==> src/rtl/bit_invert_pkg.sv <==
package bit_invert_pkg;

  typedef enum logic [1:0] {
    ST_IDLE  = 2'd0,
    ST_READ  = 2'd1,
    ST_WRITE = 2'd2,
    ST_DONE  = 2'd3
  } bitInvState_t;

  // strobes from control to datapath
  typedef struct packed {
    logic captureOp;    // latch address and bit number
    logic captureRead;  // latch read byte and update flag
    logic writing;      // write access on the port
  } bitInvCtl_t;

endpackage

==> src/rtl/bit_invert_ctrl.sv <==
module bit_invert_ctrl
  import bit_invert_pkg::*;
(
  input  logic       clk,
  input  logic       rstN,
  input  logic       start,
  input  logic       memAck,
  output logic       memReq,
  output logic       memWe,
  output logic       memLock,
  output logic       busy,
  output logic       done,
  output bitInvCtl_t ctl
);

  bitInvState_t state, nextState;

  always_ff @(posedge clk or negedge rstN) begin
    if (!rstN) state <= ST_IDLE;
    else       state <= nextState;
  end

  always_comb begin
    nextState = state;
    unique case (state)
      ST_IDLE:  if (start)  nextState = ST_READ;
      ST_READ:  if (memAck) nextState = ST_WRITE;
      ST_WRITE: if (memAck) nextState = ST_DONE;
      ST_DONE:              nextState = ST_IDLE;
      default:              nextState = ST_IDLE;
    endcase
  end

  always_comb begin
    memReq          = (state == ST_READ) || (state == ST_WRITE);
    memWe           = (state == ST_WRITE);
    memLock         = memReq;
    busy            = (state != ST_IDLE);
    done            = (state == ST_DONE);
    ctl.captureOp   = (state == ST_IDLE) && start;
    ctl.captureRead = (state == ST_READ) && memAck;
    ctl.writing     = (state == ST_WRITE);
  end

  // a write begins only right after an acknowledged read
  a_r3_write_after_read: assert property (@(posedge clk) disable iff (!rstN)
    $rose(memWe) |-> $past(memReq && !memWe && memAck));

  // lock covers every request
  a_r6_lock_on_req: assert property (@(posedge clk) disable iff (!rstN)
    memReq |-> memLock);

  // an unacknowledged request keeps its kind
  a_r8_hold_req: assert property (@(posedge clk) disable iff (!rstN)
    (memReq && !memAck) |=> (memReq && $stable(memWe)));

  // completion is a single-cycle pulse
  a_r7_done_pulse: assert property (@(posedge clk) disable iff (!rstN)
    done |=> !done);

  // no new operation starts while busy
  a_r9_no_restart: assert property (@(posedge clk) disable iff (!rstN)
    (busy && !done) |=> busy);

endmodule

==> src/rtl/bit_invert_datapath.sv <==
module bit_invert_datapath
  import bit_invert_pkg::*;
#(
  parameter int ADDR_W = 32,
  parameter int DISP_W = 16,
  parameter int DATA_W = 8,
  parameter int REG_W  = 32,
  localparam int BIT_W = $clog2(DATA_W)
) (
  input  logic              clk,
  input  logic              rstN,
  input  bitInvCtl_t        ctl,
  input  logic              useRegForm,
  input  logic [ADDR_W-1:0] baseVal,
  input  logic [DISP_W-1:0] disp,
  input  logic [BIT_W-1:0]  immBit,
  input  logic [REG_W-1:0]  bitRegVal,
  input  logic [DATA_W-1:0] memRdata,
  output logic [ADDR_W-1:0] memAddr,
  output logic [DATA_W-1:0] memWdata,
  output logic              zFlag
);

  logic [ADDR_W-1:0] dispExt;
  logic [ADDR_W-1:0] addrNext;
  logic [BIT_W-1:0]  bitNext;
  logic [ADDR_W-1:0] opAddr;
  logic [BIT_W-1:0]  opBit;
  logic [DATA_W-1:0] rdByte;
  logic [DATA_W-1:0] flipMask;

  generate
    if (DISP_W < ADDR_W) begin : g_sext
      assign dispExt = {{(ADDR_W-DISP_W){disp[DISP_W-1]}}, disp};
    end else begin : g_trunc
      assign dispExt = disp[ADDR_W-1:0];
    end
  endgenerate

  always_comb begin
    addrNext = useRegForm ? baseVal : (baseVal + dispExt);
    bitNext  = useRegForm ? bitRegVal[BIT_W-1:0] : immBit;
  end

  always_ff @(posedge clk or negedge rstN) begin
    if (!rstN) begin
      opAddr <= '0;
      opBit  <= '0;
    end else if (ctl.captureOp) begin
      opAddr <= addrNext;
      opBit  <= bitNext;
    end
  end

  always_ff @(posedge clk or negedge rstN) begin
    if (!rstN) begin
      rdByte <= '0;
      zFlag  <= 1'b0;
    end else if (ctl.captureRead) begin
      rdByte <= memRdata;
      zFlag  <= ~memRdata[opBit];
    end
  end

  always_comb begin
    flipMask = '0;
    flipMask[opBit] = 1'b1;
    memWdata = rdByte ^ flipMask;
    memAddr  = opAddr;
  end

  // flag is the inverse of the bit just read
  a_r4_flag_inverse: assert property (@(posedge clk) disable iff (!rstN)
    ctl.captureRead |=> (zFlag == !$past(memRdata[opBit])));

  // written bit agrees with the flag (both are the inverted original)
  a_r5_written_bit: assert property (@(posedge clk) disable iff (!rstN)
    ctl.writing |-> (memWdata[opBit] == zFlag));

  // flag changes only when a read completes
  a_r4_flag_held: assert property (@(posedge clk) disable iff (!rstN)
    !ctl.captureRead |=> $stable(zFlag));

endmodule

==> src/rtl/bit_invert_unit.sv <==
module bit_invert_unit
  import bit_invert_pkg::*;
#(
  parameter int ADDR_W = 32,
  parameter int DISP_W = 16,
  parameter int DATA_W = 8,
  parameter int REG_W  = 32,
  localparam int BIT_W = $clog2(DATA_W)
) (
  input  logic              clk,
  input  logic              rstN,
  input  logic              start,
  input  logic              useRegForm,
  input  logic [ADDR_W-1:0] baseVal,
  input  logic [DISP_W-1:0] disp,
  input  logic [BIT_W-1:0]  immBit,
  input  logic [REG_W-1:0]  bitRegVal,
  output logic              memReq,
  output logic              memWe,
  output logic              memLock,
  output logic [ADDR_W-1:0] memAddr,
  output logic [DATA_W-1:0] memWdata,
  input  logic [DATA_W-1:0] memRdata,
  input  logic              memAck,
  output logic              busy,
  output logic              done,
  output logic              zFlag
);

  bitInvCtl_t ctl;

  bit_invert_ctrl u_ctrl (
    .clk     (clk),
    .rstN    (rstN),
    .start   (start),
    .memAck  (memAck),
    .memReq  (memReq),
    .memWe   (memWe),
    .memLock (memLock),
    .busy    (busy),
    .done    (done),
    .ctl     (ctl)
  );

  bit_invert_datapath #(
    .ADDR_W (ADDR_W),
    .DISP_W (DISP_W),
    .DATA_W (DATA_W),
    .REG_W  (REG_W)
  ) u_dp (
    .clk        (clk),
    .rstN       (rstN),
    .ctl        (ctl),
    .useRegForm (useRegForm),
    .baseVal    (baseVal),
    .disp       (disp),
    .immBit     (immBit),
    .bitRegVal  (bitRegVal),
    .memRdata   (memRdata),
    .memAddr    (memAddr),
    .memWdata   (memWdata),
    .zFlag      (zFlag)
  );

  // the write targets the address that was read
  a_r3_same_addr: assert property (@(posedge clk) disable iff (!rstN)
    (memReq && memWe) |-> (memAddr == $past(memAddr)));

  // address and data held while waiting
  a_r8_hold_payload: assert property (@(posedge clk) disable iff (!rstN)
    (memReq && !memAck) |=> ($stable(memAddr) && $stable(memWdata)));

  // no lock while idle
  a_r6_idle_unlocked: assert property (@(posedge clk) disable iff (!rstN)
    !busy |-> !memLock);

endmodule

==> config.mk <==
export PLATFORM = sky130hd
export DESIGN_NAME = bit_invert_unit
export DESIGN_NICKNAME = d
export VERILOG_FILES = /design/src/rtl/bit_invert_pkg.sv /design/src/rtl/bit_invert_ctrl.sv /design/src/rtl/bit_invert_datapath.sv /design/src/rtl/bit_invert_unit.sv
export SDC_FILE = /design/constraint.sdc
export NUM_CORES = 1
export LEC_CHECK = 0
export BUFFER_PORTS_ARGS = -buffer_cell sky130_fd_sc_hd__clkbuf_2
export CORE_ASPECT_RATIO = 1.25
export CORE_MARGIN = 3
export CORE_UTILIZATION = 35
export DETAILED_ROUTE_END_ITERATION = 7
export PLACE_DENSITY = 0.59
export SYNTH_ARGS = -nofsm -noshare
export SYNTH_HDL_FRONTEND = slang
export SYNTH_SLANG_ARGS = --single-unit
==> constraint.sdc <==
create_clock -name clk -period 4.17 [get_ports clk]
set_input_delay 0.2085 -clock clk [delete_from_list [all_inputs] [get_ports clk]]
set_output_delay 0.2085 -clock clk [all_outputs]
set_load 0.005 [all_outputs]
==> results.cfg <==
[run_status]
run_status = completed

[critical_path]
path_class = in2reg
slowest_delay_ns = 0.41
worstPathMaxFanout = 4
r2r_start = u_ctrl.state[0]
cp.arrival_ns = 2.80
critPathBufInv = 1
cp.required_ns = 4.33
path_cells = clkbuf_2 -> ha_1 -> fa_1 -> a21o_1 -> a221oi_2 -> o31a_2 -> o21a_1 -> o21ai_1 -> a41oi_1 -> xor2_1 -> o22ai_1
ff2ff_setup_slack_ns = 1.91
path_delay_family = compound AO/OA/AOI/OAI gates
reg2reg_to = u_dp.memAddr[25]
slowest_stage = fa_1
reg2reg_depth = 6
start_kind = input pin
critPathCaptureType = flop

[place]
io_buffer_count = 112
dp_slack_ns = 1.23
dp_hpwl_um = 8780
gp_congestion = 0.887

[global_route]
grt_max_degree = 50
grt_busiest_layer = met2
grt_use_met2 = 0.305
use_met3 = 0.0241
grt_use_total = 0.173
grt_antenna_before_repair = 0
met1_usage = 0.220
grt_pass1_wl_um = 17800
first_global_vias = 3691
grt-ovfl-total = 0

[cells_and_area]
layout-drive-gt1-share = 0.244
nets = 705
n_antenna_cell = 0
nFillCells = 1089
area_growth_pct = 21.1

[route]
final_antenna_net_count = 0
num_vias = 3823
routed_via_density = 5.42
drc_errors = 0
wl_um = 11000
drt_iter0_markers = 167
wl_per_cell_um = 15.7
drtPass1Iterations = 5

[clock_tree]
cts.sinks = 46
clkTransAtPathRegs_ns = 0.07
cts_tree = built
cts_buffers = 5
holdBufCountCts = 0
clk_latency_ns = 0.29
clockBufferDepth = 2
cts_setup_buffers = 0
htree_levels = 2
cts.repair.resized = 0
clockRootBuffer = clkbuf_16

[floorplan]
initial_utilization = 0.365
die_area_um2 = 12600
ios = 142
std_cell_rows = 42
fp.dieW_um = 101
die_y_um = 125
coreArea_um2 = 10800

[yosys]
synth_most_common_cell = nand2_1
synth-main-ff-cell = dfrtp_1
syn-cell-area_um2 = 3950
synth_seq_cells = 46
synth_top_area_cell = dfrtp_1
netlist_top_cells_area = dfrtp_1 29%, ha_1 11%, a21oi_1 6.3%
syn_area_per_cell_um2 = 8.25
syn_inst = 479
synth_top_area_frac = 0.291
synth-edff-count = 0
synth.distinct_cells = 53
yosysWarningCount = 0
ys_seq_area_frac = 0.291
synthesis.nets = 612
async_flop_share = 1.00
synth_common_cells = 54 x nand2_1, 50 x a21oi_1, 46 x dfrtp_1

[sta]
setup_viol = 0
setup_ws_ns = 1.53
hold_viol_final = 0
fmax_ghz = 0.379
fin_setup_tns_ns = 0
period_share = 0.632
slew_viol_final = 0
rsz0062_at_grt = false
fin_crit_ns = 2.64
relSlewSlack = 0.575
fin_skew_ns = 0.0100
tightest_slew_ns = 0.638

[power]
powerDensity_nw_per_um2 = 518
peakVddDrop_v = 0.000251
leakage_nw = 2.38

[run]
maxCapViolations = 0

[worst_hold_path]
hp-class = in2async
registers in the layout (all words and copies together), names as in the netlist:
name	count
u_dp.memAddr	32
u_dp.zFlag	1
u_dp.rdByte	8
u_ctrl.state	2
u_dp.opBit	3
worst max-delay path by stage:
stage | slack (ns) | to | from | depth (start not counted)
after floorplan | 1.65 | u_dp.memAddr[30] | baseVal[0] | 10
after global placement | 1.27 | u_dp.memAddr[28] | baseVal[0] | 11
after detailed placement | 1.23 | u_dp.memAddr[28] | baseVal[0] | 11
after CTS | 1.53 | u_dp.memAddr[28] | baseVal[0] | 11
after global routing | 1.39 | u_dp.memAddr[28] | baseVal[0] | 11
final | 1.53 | u_dp.memAddr[28] | baseVal[0] | 11
logic make-up (layout without fill, tap and decap cells):
group	after synthesis	after routing	share of synthesized area
AOI/OAI and AO/OA	154	154	0.244
xor gates and xnor gates	33	33	0.0731
adders and majority gates	37	37	0.119
buffers and inverters	36	130	0.0364
DFF	46	46	0.291
muxes	22	22	0.0589
and+or+nand+nor	151	151	0.177
final cells by class:
class / instances / area [µm²] / area share
clock buffers: 6 / 139 / 0.0290
clock inverters: 2 / 60.1 / 0.0126
inverters: 7 / 26.3 / 0.00549
multi-input cells: 397 / 2660 / 0.556
flip-flops and latches: 46 / 1150 / 0.241
well taps: 132 / 165 / 0.0345
repair buffers: 115 / 583 / 0.122
worst register-to-register path, cell delays in order, from the launching register on:
cell and delay [ns]:
dfrtp_1 0.40, inv_1 0.13, ha_1 0.23, and2_1 0.56, nand2b_1 0.41, o311a_1 0.43
nand2_1 0.06
per-layer routing:
| layer | wire, µm | vias up |
|---|---|---|
| li1 | - | 1932 |
| met5 | 0 | - |
| met3 | 504 | 6 |
| met1 | 4840 | 1793 |
| met4 | 104 | 0 |
| met2 | 5600 | 92 |
power by group:
group          switching (mW)  internal [mW]  leakage, nW  total (mW)
Sequential              0.155          0.657        0.566       0.812
Combinational           0.597          0.537         1.72        1.13
Clock                   0.173          0.360       0.0971       0.533
per-stage QoR:
stage          total power, mW  std cells  cell area [µm²]   util  hold slack, ns
4_1_cts                   2.51        705             4780  0.442          0.0381
6_report                  2.48        705             4780  0.442          0.0162
3_5_place_dp              1.97        697             4590  0.424           0.344
5_1_grt                   2.70        705             4780  0.442          0.0675
2_1_floorplan             1.52        479             3950      -         -0.0871
3_3_place_gp              1.95        697             4590  0.424           0.342
layout by cell type, fill, tap and decap left out, types with 12 or more instances in the layout:
cell type,count
a21o_1,15
a21oi_1,50
clkbuf_2,112
dfrtp_1,46
ha_1,36
mux2i_1,12
nand2_1,53
nand3_1,12
nor2_1,37
o21ai_0,32
xnor2_1,14
xor2_1,19
Power figures use the tool's default switching activity.
